===== config.mk =====
export PLATFORM = sky130hd
export DESIGN_NAME = exc_pend_reg
export DESIGN_NICKNAME = d
export VERILOG_FILES = /design/src/rtl/exc_pend_pkg.sv /design/src/rtl/exc_edge_det.sv /design/src/rtl/exc_pend_bit.sv /design/src/rtl/exc_rd_port.sv /design/src/rtl/exc_pend_reg.sv
export SDC_FILE = /design/constraint.sdc
export NUM_CORES = 1
export LEC_CHECK = 0
export CAP_MARGIN = 40
export CELL_PAD_IN_SITES_DETAIL_PLACEMENT = 0
export CELL_PAD_IN_SITES_GLOBAL_PLACEMENT = 2
export CORE_MARGIN = 2
export CORE_UTILIZATION = 35
export CTS_BUF_LIST = sky130_fd_sc_hd__clkbuf_2 sky130_fd_sc_hd__clkbuf_4 sky130_fd_sc_hd__clkbuf_8
export DETAILED_ROUTE_END_ITERATION = 8
export DONT_BUFFER_PORTS = 1
export PLACE_DENSITY_LB_ADDON = 0.1
export SYNTH_ARGS = -nofsm -noshare
export SYNTH_HDL_FRONTEND = slang
export SYNTH_SLANG_ARGS = --single-unit

===== constraint.sdc =====
create_clock -name clk_i -period 1.16 [get_ports clk_i]
set_clock_uncertainty 0.2 [all_clocks]
set_input_delay 0.232 -clock clk_i [delete_from_list [all_inputs] [get_ports clk_i]]
set_output_delay 0.232 -clock clk_i [all_outputs]
set_load 0.01 [all_outputs]

===== src/rtl/exc_pend_pkg.sv =====
package exc_pend_pkg;
  localparam int unsigned WORD_W       = 32;
  localparam int unsigned NMI_SET_BIT  = 31;
  localparam int unsigned DSC_SET_BIT  = 28;
  localparam int unsigned DSC_CLR_BIT  = 27;
  localparam int unsigned TICK_SET_BIT = 26;
  localparam int unsigned TICK_CLR_BIT = 25;
  localparam int unsigned EXT_BIT      = 22;
  localparam int unsigned PEND_VEC_LSB = 12;
  localparam int unsigned ACT_VEC_LSB  = 0;

  typedef struct packed {
    logic nmi;
    logic dsc;
    logic tick;
  } pend_state_t;
endpackage


===== src/rtl/exc_edge_det.sv =====
module exc_edge_det (
  input  logic clk_i,
  input  logic rst_ni,
  input  logic lvl_i,
  output logic rise_o
);
  logic lvl_q;

  always_ff @(posedge clk_i or negedge rst_ni) begin
    if (!rst_ni) lvl_q <= 1'b0;
    else         lvl_q <= lvl_i;
  end

  assign rise_o = lvl_i & ~lvl_q;
endmodule


===== src/rtl/exc_pend_bit.sv =====
module exc_pend_bit #(
  parameter bit PRESENT = 1'b1
) (
  input  logic clk_i,
  input  logic rst_ni,
  input  logic sw_set_i,
  input  logic sw_clr_i,
  input  logic hw_set_i,
  input  logic ack_i,
  output logic pend_o
);
  localparam logic EN = PRESENT;
  logic pend_q, pend_d;

  // hw set beats everything; sw clear beats sw set; any set beats ack
  always_comb begin
    pend_d = hw_set_i | (sw_set_i & ~sw_clr_i) | (pend_q & ~sw_clr_i & ~ack_i);
    pend_d = pend_d & EN;
  end

  always_ff @(posedge clk_i or negedge rst_ni) begin
    if (!rst_ni) pend_q <= 1'b0;
    else         pend_q <= pend_d;
  end

  assign pend_o = pend_q;
endmodule


===== src/rtl/exc_rd_port.sv =====
module exc_rd_port
  import exc_pend_pkg::*;
#(
  parameter int unsigned VEC_W = 9
) (
  input  logic              clk_i,
  input  logic              rst_ni,
  input  logic              rd_en_i,
  input  pend_state_t       state_i,
  input  logic              ext_pend_i,
  input  logic [VEC_W-1:0]  pend_vec_i,
  input  logic [VEC_W-1:0]  act_vec_i,
  output logic [WORD_W-1:0] rd_data_o
);
  logic [WORD_W-1:0] word_c, rd_q;

  always_comb begin
    word_c = '0;
    word_c[NMI_SET_BIT]                  = state_i.nmi;
    word_c[DSC_SET_BIT]                  = state_i.dsc;
    word_c[TICK_SET_BIT]                 = state_i.tick;
    word_c[EXT_BIT]                      = ext_pend_i;
    word_c[PEND_VEC_LSB +: VEC_W]        = pend_vec_i;
    word_c[ACT_VEC_LSB +: VEC_W]         = act_vec_i;
  end

  always_ff @(posedge clk_i or negedge rst_ni) begin
    if (!rst_ni)      rd_q <= '0;
    else if (rd_en_i) rd_q <= word_c;
  end

  assign rd_data_o = rd_q;
endmodule


===== src/rtl/exc_pend_reg.sv =====
module exc_pend_reg
  import exc_pend_pkg::*;
#(
  parameter bit          HAS_TIMER = 1'b1,
  parameter int unsigned VEC_W     = 9
) (
  input  logic              clk_i,
  input  logic              rst_ni,
  input  logic              wr_en_i,
  input  logic [31:0]       wr_data_i,
  input  logic              rd_en_i,
  output logic [31:0]       rd_data_o,
  input  logic              nmi_req_i,
  input  logic              tick_evt_i,
  input  logic              nmi_ack_i,
  input  logic              dsc_ack_i,
  input  logic              tick_ack_i,
  input  logic [VEC_W-1:0]  act_vec_i,
  input  logic [VEC_W-1:0]  pend_vec_i,
  input  logic              ext_pend_i,
  output logic              nmi_pend_o,
  output logic              dsc_pend_o,
  output logic              tick_pend_o
);
  pend_state_t state;
  logic nmi_rise;
  logic nmi_set_w, dsc_set_w, dsc_clr_w, tick_set_w, tick_clr_w;
  logic unused_wdata;

  assign nmi_set_w  = wr_en_i & wr_data_i[NMI_SET_BIT];
  assign dsc_set_w  = wr_en_i & wr_data_i[DSC_SET_BIT];
  assign dsc_clr_w  = wr_en_i & wr_data_i[DSC_CLR_BIT];
  assign tick_set_w = wr_en_i & wr_data_i[TICK_SET_BIT];
  assign tick_clr_w = wr_en_i & wr_data_i[TICK_CLR_BIT];
  assign unused_wdata = ^{wr_data_i[30:29], wr_data_i[24:0]};

  exc_edge_det u_nmi_edge (
    .clk_i (clk_i), .rst_ni(rst_ni), .lvl_i(nmi_req_i), .rise_o(nmi_rise)
  );

  exc_pend_bit #(.PRESENT(1'b1)) u_nmi (
    .clk_i(clk_i), .rst_ni(rst_ni), .sw_set_i(nmi_set_w), .sw_clr_i(1'b0),
    .hw_set_i(nmi_rise), .ack_i(nmi_ack_i), .pend_o(state.nmi)
  );

  exc_pend_bit #(.PRESENT(1'b1)) u_dsc (
    .clk_i(clk_i), .rst_ni(rst_ni), .sw_set_i(dsc_set_w), .sw_clr_i(dsc_clr_w),
    .hw_set_i(1'b0), .ack_i(dsc_ack_i), .pend_o(state.dsc)
  );

  exc_pend_bit #(.PRESENT(HAS_TIMER)) u_tick (
    .clk_i(clk_i), .rst_ni(rst_ni), .sw_set_i(tick_set_w), .sw_clr_i(tick_clr_w),
    .hw_set_i(tick_evt_i), .ack_i(tick_ack_i), .pend_o(state.tick)
  );

  exc_rd_port #(.VEC_W(VEC_W)) u_rd (
    .clk_i(clk_i), .rst_ni(rst_ni), .rd_en_i(rd_en_i), .state_i(state),
    .ext_pend_i(ext_pend_i), .pend_vec_i(pend_vec_i), .act_vec_i(act_vec_i),
    .rd_data_o(rd_data_o)
  );

  assign nmi_pend_o  = state.nmi;
  assign dsc_pend_o  = state.dsc;
  assign tick_pend_o = state.tick;
endmodule


Word level (Yosys, flattened, before mapping)
Cells that the tools add are included.
Widths: inputs -> output; s select.

storage, ports and cells
  register bits after elaboration = 26
  bits in latches = 0
  bits in writable memories = 0
  ROM bits = 0
  input port bits = 60
  output and inout bits = 35
  logic and storage cells = 29
  memories = 0

operators by class
  add/sub/neg operators = 0
  $mul = 0
  divide/modulo/power cells = 0
  magnitude comparators = 0
  equality and inequality tests = 0
  shift-type cells = 0
  muxes and demuxes = 0
  bitwise gates (word level) = 24
  reduce and logical (&&, ||, !) cells = 0

operators with widths
  operator     count
  $and 1x1->1  13
  $not 1->1    6
  $or 1x1->1   5

Depth between registers and ports, before layout
Gate-level depths: netlist of the first run.

  depth after elaboration = 5
  mapped depth = 3
  mapped depth without buffers = 3

By module
Synthesis of the first run repeated with hierarchy kept, for this count alone.

unflattened totals
  cell total of the unflattened synthesis = 77
  area, all modules = 1,108.6 µm²

by module, submodules not included
  module        times used  cells each  area an instance (µm²)  seq. area each (µm²)
  exc_rd_port   1           57          899.6                   550.5
  exc_pend_bit  3           4           45.0                    25.0
  exc_edge_det  1           2           38.8                    25.0
  exc_pend_reg  1           6           35.0                    0.0

Least setup slack after synthesis of the first run
Ideal clock, no wire load.

  path type = in2reg
  start = in rd_en_i
  end = reg u_rd.rd_q[0] (netlist: u_rd.rd_data_o[0])
  library setup time = 125 ps
  data arrival time = 664 ps
  required time = 835 ps
  path slack = 171 ps
  cell stages on the path = 2
  buffers on the path = 1
  path through = buf_6 mux2_2

RTL lines
  element                 line                text
  start: declaration      exc_pend_reg.sv:11  input logic rd_en_i,
  end signal: assignment  exc_rd_port.sv:29   else if (rd_en_i) rd_q <= word_c;
  end: declaration        exc_rd_port.sv:15   logic [WORD_W-1:0] word_c, rd_q;

No word-level cell between the ends.

Final worst setup path of the first run
  start = reg u_dsc.pend_q (netlist: u_dsc.pend_o)
  end = out dsc_pend_o

RTL lines
  element                   line                text
  start: declaration        exc_pend_bit.sv:13  logic pend_q, pend_d;
  start signal: assignment  exc_pend_bit.sv:23  else pend_q <= pend_d;
  end: declaration          exc_pend_reg.sv:22  output logic dsc_pend_o,

No word-level cell between the ends.

==> out/qor.yml, run 1 <==
port_buffers: 0
start_util: 0.378
worstPathMaxFanout: 3
dieArea_mm2: 0.00348
p_leak_uw: 0.000625
worstHoldStart: "rd_en_i"
num_vias: 642
maxCapViolCount: 0
synthSimpleGateAreaFrac: 0.0106
slew_viol_final: 0
clkSlewWorstSetupHoldPaths_ps: 140
die_h_um: 59.0
ys_types: 12
synthMuxAreaShare: 0.234
min_path_type: "in2reg"
route.detailed.drc: 0
cts_buffers: 3
synth_top_area_cell: "dfrtp_1"
synth_compound_area_frac: 0.0319
areaGrowthSynthToFinish_pct: 32.2
wire_per_inst_um: 14.1
critPathRequiredTime_ps: 730
drtAntennaViolNets: 0
io_pins: 95
dp_hpwl_um: 1140
track_usage: 0.117
yosys.area_share.adder: 0
antenna_found_initial: 0
holdWs_ps: -134
total_power_uw: 1780
p_per_area_mw_per_mm2: 1270
cp-start-kind: "flop"
synth_top_area_share: 0.614
setup_violations: 25
timing_worst_setup_path_type: "reg2out"
dpl_cell_area_mm2: 0.00103
die_w_um: 59.0
endpoint_kind: "output pin"
clock-sinks: 26
dp.cells: 101
final_cell_area_mm2: 0.00140
cts_setup_buffers: 0
rows: 19
cts-root-buf: "clkbuf_4"
grt.overflow.total: 0
drtIter0Drc: 6
clock_path_buffers: 2
cts_tree: "built"
syn_inst: 73
ys.flop_type: "dfrtp_1"
reg2reg_slack_ps: 100
hold_viol: 22
avgSynthCellArea_um2: 14.5
drive_above_1_share: 0.255
fin_ws_ps: -43.6
synth_top_family_by_area: "multiplexers"
instances_no_fill: 137
grt_max_degree: 27
grt_pass1_vias: 691
yosysWarnings: 0
gp_congestion: 0.673
coreArea_mm2: 0.00281
synth.most_common_cell: "dfrtp_1"
post-route-min-period_ps: 1200
firstDrtPassIters: 3
ir_drop_mv: 0.524
ctsHoldBuffers: 32
preCtsSetupSlack_ps: 129
reg2reg_from: "u_tick.pend_o$_DFF_PN0_"
synth_async_sr_flop_share: 1.00
cp-startpoint: "u_dsc.pend_o$_DFF_PN0_"
grt_pass1_wl_um: 2930
outcome: "complete, but fails checks"
fin_crit_sh: 1.04
syn_area_mm2: 0.00106
routed_wirelength_um: 1930
yosysSeqAreaShare: 0.614
clk_latency_ps: 310
violations: "negative hold slack, negative setup slack"
critical_path_arrival_ps: 770
rsz0062_at_grt: "true"
synth_xor_area_frac: 0
synth_common_cells: "26 x dfrtp_1, 22 x mux2_2, 10 x buf_4, 4 x inv_1, 3 x nand2_1"
ys_ff_latch: 26
fmax_ghz: 0.831
nNetsFinal: 167
ctsHtreeMaxLevel: 1
diodes: 0
yosys-top-cells-area: "dfrtp_1 61%, mux2_2 23%, buf_4 7.1%, buf_6 2.1%, inv_1 1.4%"
synth-edff-count: 0
post_drt_via_cell_ratio: 4.69
[cell usage in the layout (no fill, tap or decap)]
master          n
inv_1           4
o221ai_1        1
dfrtp_1        26
clkbuf_4        3
o21ai_1         1
conb_1         10
dlygate4sd3_1  31
a21o_1          1
a22oi_1         1
clkbuf_8        1
a21oi_1         1
nand2_1         3
buf_12          1
mux2_2         22
[area by class of cell]
type	instances	area, µm²
clock buffers	4	36.3
fillers	239	1400
well taps	31	38.8
repair buffers	32	330
multi-input cells	40	330
flip-flops and latches	26	651
inverters	4	15.0
[worst paths after layout]
kind | endpoint | cells after the start
min in group asynchronous | u_rd.rd_data_o[19]$_DFFE_PN0P_ | 2
hold / removal | u_rd.rd_data_o[2]$_DFFE_PN0P_ | 1
max in group asynchronous | u_rd.rd_data_o[17]$_DFFE_PN0P_ | 2
hold reg to reg | u_nmi.pend_o$_DFF_PN0_ | 1
setup / recovery | dsc_pend_o | 0
setup reg to reg | u_tick.pend_o$_DFF_PN0_ | 3
[power by group]
group          total (µW)  switching, µW  internal [µW]
Combinational         228           74.2            154
Clock                 448            257            192
Sequential           1100            104            996
[routing by layer]
layer / vias to the layer above / global-route usage / wire length (µm)
li1: 294 / - / -
met4: 0 / 0.0779 / 27
met3: 2 / 0.0240 / 141
met5: - / 0 / 0
met1: 304 / 0.115 / 722
met2: 42 / 0.219 / 1030
[metrics by stage]
stage | TNS (ps) | utilization | hold WS, ps
after floorplan | 0 | - | -264
after global placement | 0 | 0.369 | -263
after detailed placement | 0 | 0.369 | -263
after CTS | -1030 | 0.500 | -148
after global routing | -2020 | 0.500 | -177
final | -638 | 0.500 | -134
[flip-flops by register name, summed over array words and instances (netlist names)]
register          cells
u_tick.pend_o         1
u_nmi_edge.lvl_q      1
u_nmi.pend_o          1
u_dsc.pend_o          1
u_rd.rd_data_o       22
[logic make-up (layout without fill, tap and decap cells)]
family	count (synthesis)	after routing
multiplexers	22	22
AND/OR/NAND/NOR	3	3
flip-flops	26	26
AO/OA/AOI/OAI	5	5
buffers and inverters	16	40
other	1	10
[what timing repair did]
item	4_1_cts	5_1_grt
hold endpoints to repair	52	22
resized for setup	0	1
pin swaps	0	0
endpoints found under the setup margin	25	26
Note: power is estimated with default switching activity, not from simulation.
==> run 2: changes to the inputs <==
--- a/config.mk
+++ b/config.mk
@@ -13,7 +13,7 @@
 export CTS_BUF_LIST = sky130_fd_sc_hd__clkbuf_2 sky130_fd_sc_hd__clkbuf_4 sky130_fd_sc_hd__clkbuf_8
 export DETAILED_ROUTE_END_ITERATION = 8
 export DONT_BUFFER_PORTS = 1
-export PLACE_DENSITY_LB_ADDON = 0.1
+export PLACE_DENSITY = 0.86
 export SYNTH_ARGS = -nofsm -noshare
 export SYNTH_HDL_FRONTEND = slang
 export SYNTH_SLANG_ARGS = --single-unit
==> run 2 against run 1 <==
Count of clock-buffer cells in the layout unchanged. Critical endpoint is now tick_pend_o. Largest cell class unchanged. Critical path type unchanged. The flow still finishes with violations (negative hold slack, negative setup slack). Via count increased by 4.0%. Register-to-register slack improved by 20 ps. Global-route usage increased by 0.41 points. Die area unchanged. Power about the same. Cell area increased by 0.98%.
==> out/qor.yml, run 2 (synthesis gave the netlist of run 1 again) <==
cts_setup_buffers: 0  # unchanged
cp-start-kind: "flop"  # unchanged
timing_worst_setup_path_type: "reg2out"  # unchanged
gp_congestion: 0.574  # was 0.673
grt_pass1_vias: 752  # was 691
diodes: 0  # unchanged
fmax_ghz: 0.767  # was 0.831 GHz
cts_buffers: 3  # unchanged
path_buf_inv: 1
grt.overflow.total: 0  # unchanged
io_pins: 95  # unchanged
layout_common_cells: "30 x dlygate4sd3_1, 26 x dfrtp_1, 22 x mux2_2, 10 x conb_1, 4 x inv_1"  # was 31 x dlygate4sd3_1, 26 x dfrtp_1, 22 x mux2_2, 10 x conb_1, 4 x inv_1
clkSlewWorstSetupHoldPaths_ps: 140  # about the same
utilization: 0.504  # was 0.500
rows: 19  # unchanged
largest_reg_flops: 22  # unchanged
die_h_um: 59.0  # unchanged
critical_path_arrival_ps: 870  # was 770 ps
preCtsSetupSlack_ps: 149  # was 129 ps
fin_crit_sh: 1.12  # was 1.04
clock-sinks: 26  # unchanged
ir_drop_mv: 0.581  # was 0.524 mV
wire_per_inst_um: 14.3  # was 14.1 µm
drtAntennaViolNets: 0  # unchanged
worstPathCellList: "buf_6"
layout_commonest_cell: "dlygate4sd3_1"  # unchanged
post-route-min-period_ps: 1300  # was 1200 ps
port_buffers: 0  # unchanged
endpoint_kind: "output pin"  # unchanged
holdWs_ps: -136  # was -134 ps
track_usage: 0.121  # was 0.117
cp_slowest_cell: "dfrtp_1"
nNetsFinal: 168  # was 167
clock_path_buffers: 2  # unchanged
final_cell_area_mm2: 0.00142  # was 0.00140 mm²
violations: "negative hold slack, negative setup slack"  # unchanged
crit_family: "flip-flops"
maxCapViolCount: 0  # unchanged
outcome: "complete, but fails checks"  # unchanged
ctsHtreeMaxLevel: 1  # unchanged
dieArea_mm2: 0.00348  # unchanged
ctsHoldBuffers: 32  # unchanged
coreArea_mm2: 0.00281  # unchanged
drtIter0Drc: 9  # was 6
instances_no_fill: 138  # was 137
die_w_um: 59.0  # unchanged
clk_latency_ps: 310  # about the same
dp_hpwl_um: 1240  # was 1140 µm
grt_max_degree: 27  # unchanged
setup_violations: 25  # unchanged
cts_tree: "built"  # unchanged
grt_pass1_wl_um: 3190  # was 2930 µm
rsz0062_at_grt: "true"  # unchanged
hold_viol: 22  # unchanged
drive_above_1_share: 0.262  # was 0.255
critPathRequiredTime_ps: 730  # about the same
slew_viol_final: 0  # unchanged
firstDrtPassIters: 2  # was 3
worstPathMaxFanout: 3  # unchanged
dpl_cell_area_mm2: 0.00104  # was 0.00103 mm²
start_util: 0.378  # unchanged
antenna_found_initial: 0  # unchanged
critPathMaxStageDelay_ps: 430
dp.cells: 102  # was 101
routed_wirelength_um: 1980  # was 1930 µm
setup_tns_ps: -636  # was -638 ps
cts-root-buf: "clkbuf_4"  # unchanged
route.detailed.drc: 0  # unchanged
p_per_area_mw_per_mm2: 1260  # was 1270 mW/mm²
p_leak_uw: 0.000639  # was 0.000625 µW
num_vias: 668  # was 642
areaGrowthSynthToFinish_pct: 33.5  # was 32.2%
fin_ws_ps: -143  # was -43.6 ps
post_drt_via_cell_ratio: 4.84  # was 4.69
min_path_type: "in2reg"  # unchanged
## run 2: path summary, 6_finish.rpt
kind	from	end	slack, ps	cells after the start
worst max-delay path	u_tick.pend_o$_DFF_PN0_	tick_pend_o	-140	1
worst min-delay path	rd_en_i	u_rd.rd_data_o[19]$_DFFE_PN0P_	-140	1
worst max register to register	u_tick.pend_o$_DFF_PN0_	u_tick.pend_o$_DFF_PN0_	120	3
worst min register to register	u_nmi_edge.lvl_q$_DFF_PN0_	u_nmi.pend_o$_DFF_PN0_	300	1
max in group asynchronous	rst_ni	u_rd.rd_data_o[7]$_DFFE_PN0P_	470	2
min in group asynchronous	rst_ni	u_rd.rd_data_o[20]$_DFFE_PN0P_	130	2
## run 2: layer usage
metal  global-route usage  vias up  share of wire
li1                     -      295              -
met1                0.116      325           0.35
met2                0.238       46           0.54
met3               0.0349        2           0.10
met4               0.0487        0          0.012
met5                    0        -              0
## run 2: what timing repair did
item / CTS / global route
gates resized for setup: 1 / 1
setup endpoints to repair: 25 / 26
hold endpoints to repair: 52 / 22
## run 2: layout make-up
class / instances / area (µm²)
Clock buffer: 4 / 36.3
Fill cell: 235 / 1390
Inverter: 4 / 15.0
Multi-Input combinational cell: 40 / 330
Sequential cell: 26 / 651
Tap cell: 31 / 38.8
Timing Repair Buffer: 33 / 344
## run 2: power breakdown
group | switching (µW) | internal [µW] | leakage (µW)
Combinational | 78.2 | 160 | 0.000315
Clock | 250 | 191 | 0.0000210
Sequential | 103 | 996 | 0.000303
## run 2: metrics by stage
stage	hold slack [ps]	total power [µW]
final	-136	1780
after CTS	-150	1810
after global routing	-158	1880
after global placement	-263	1240
after floorplan	-264	1250
after detailed placement	-263	1250
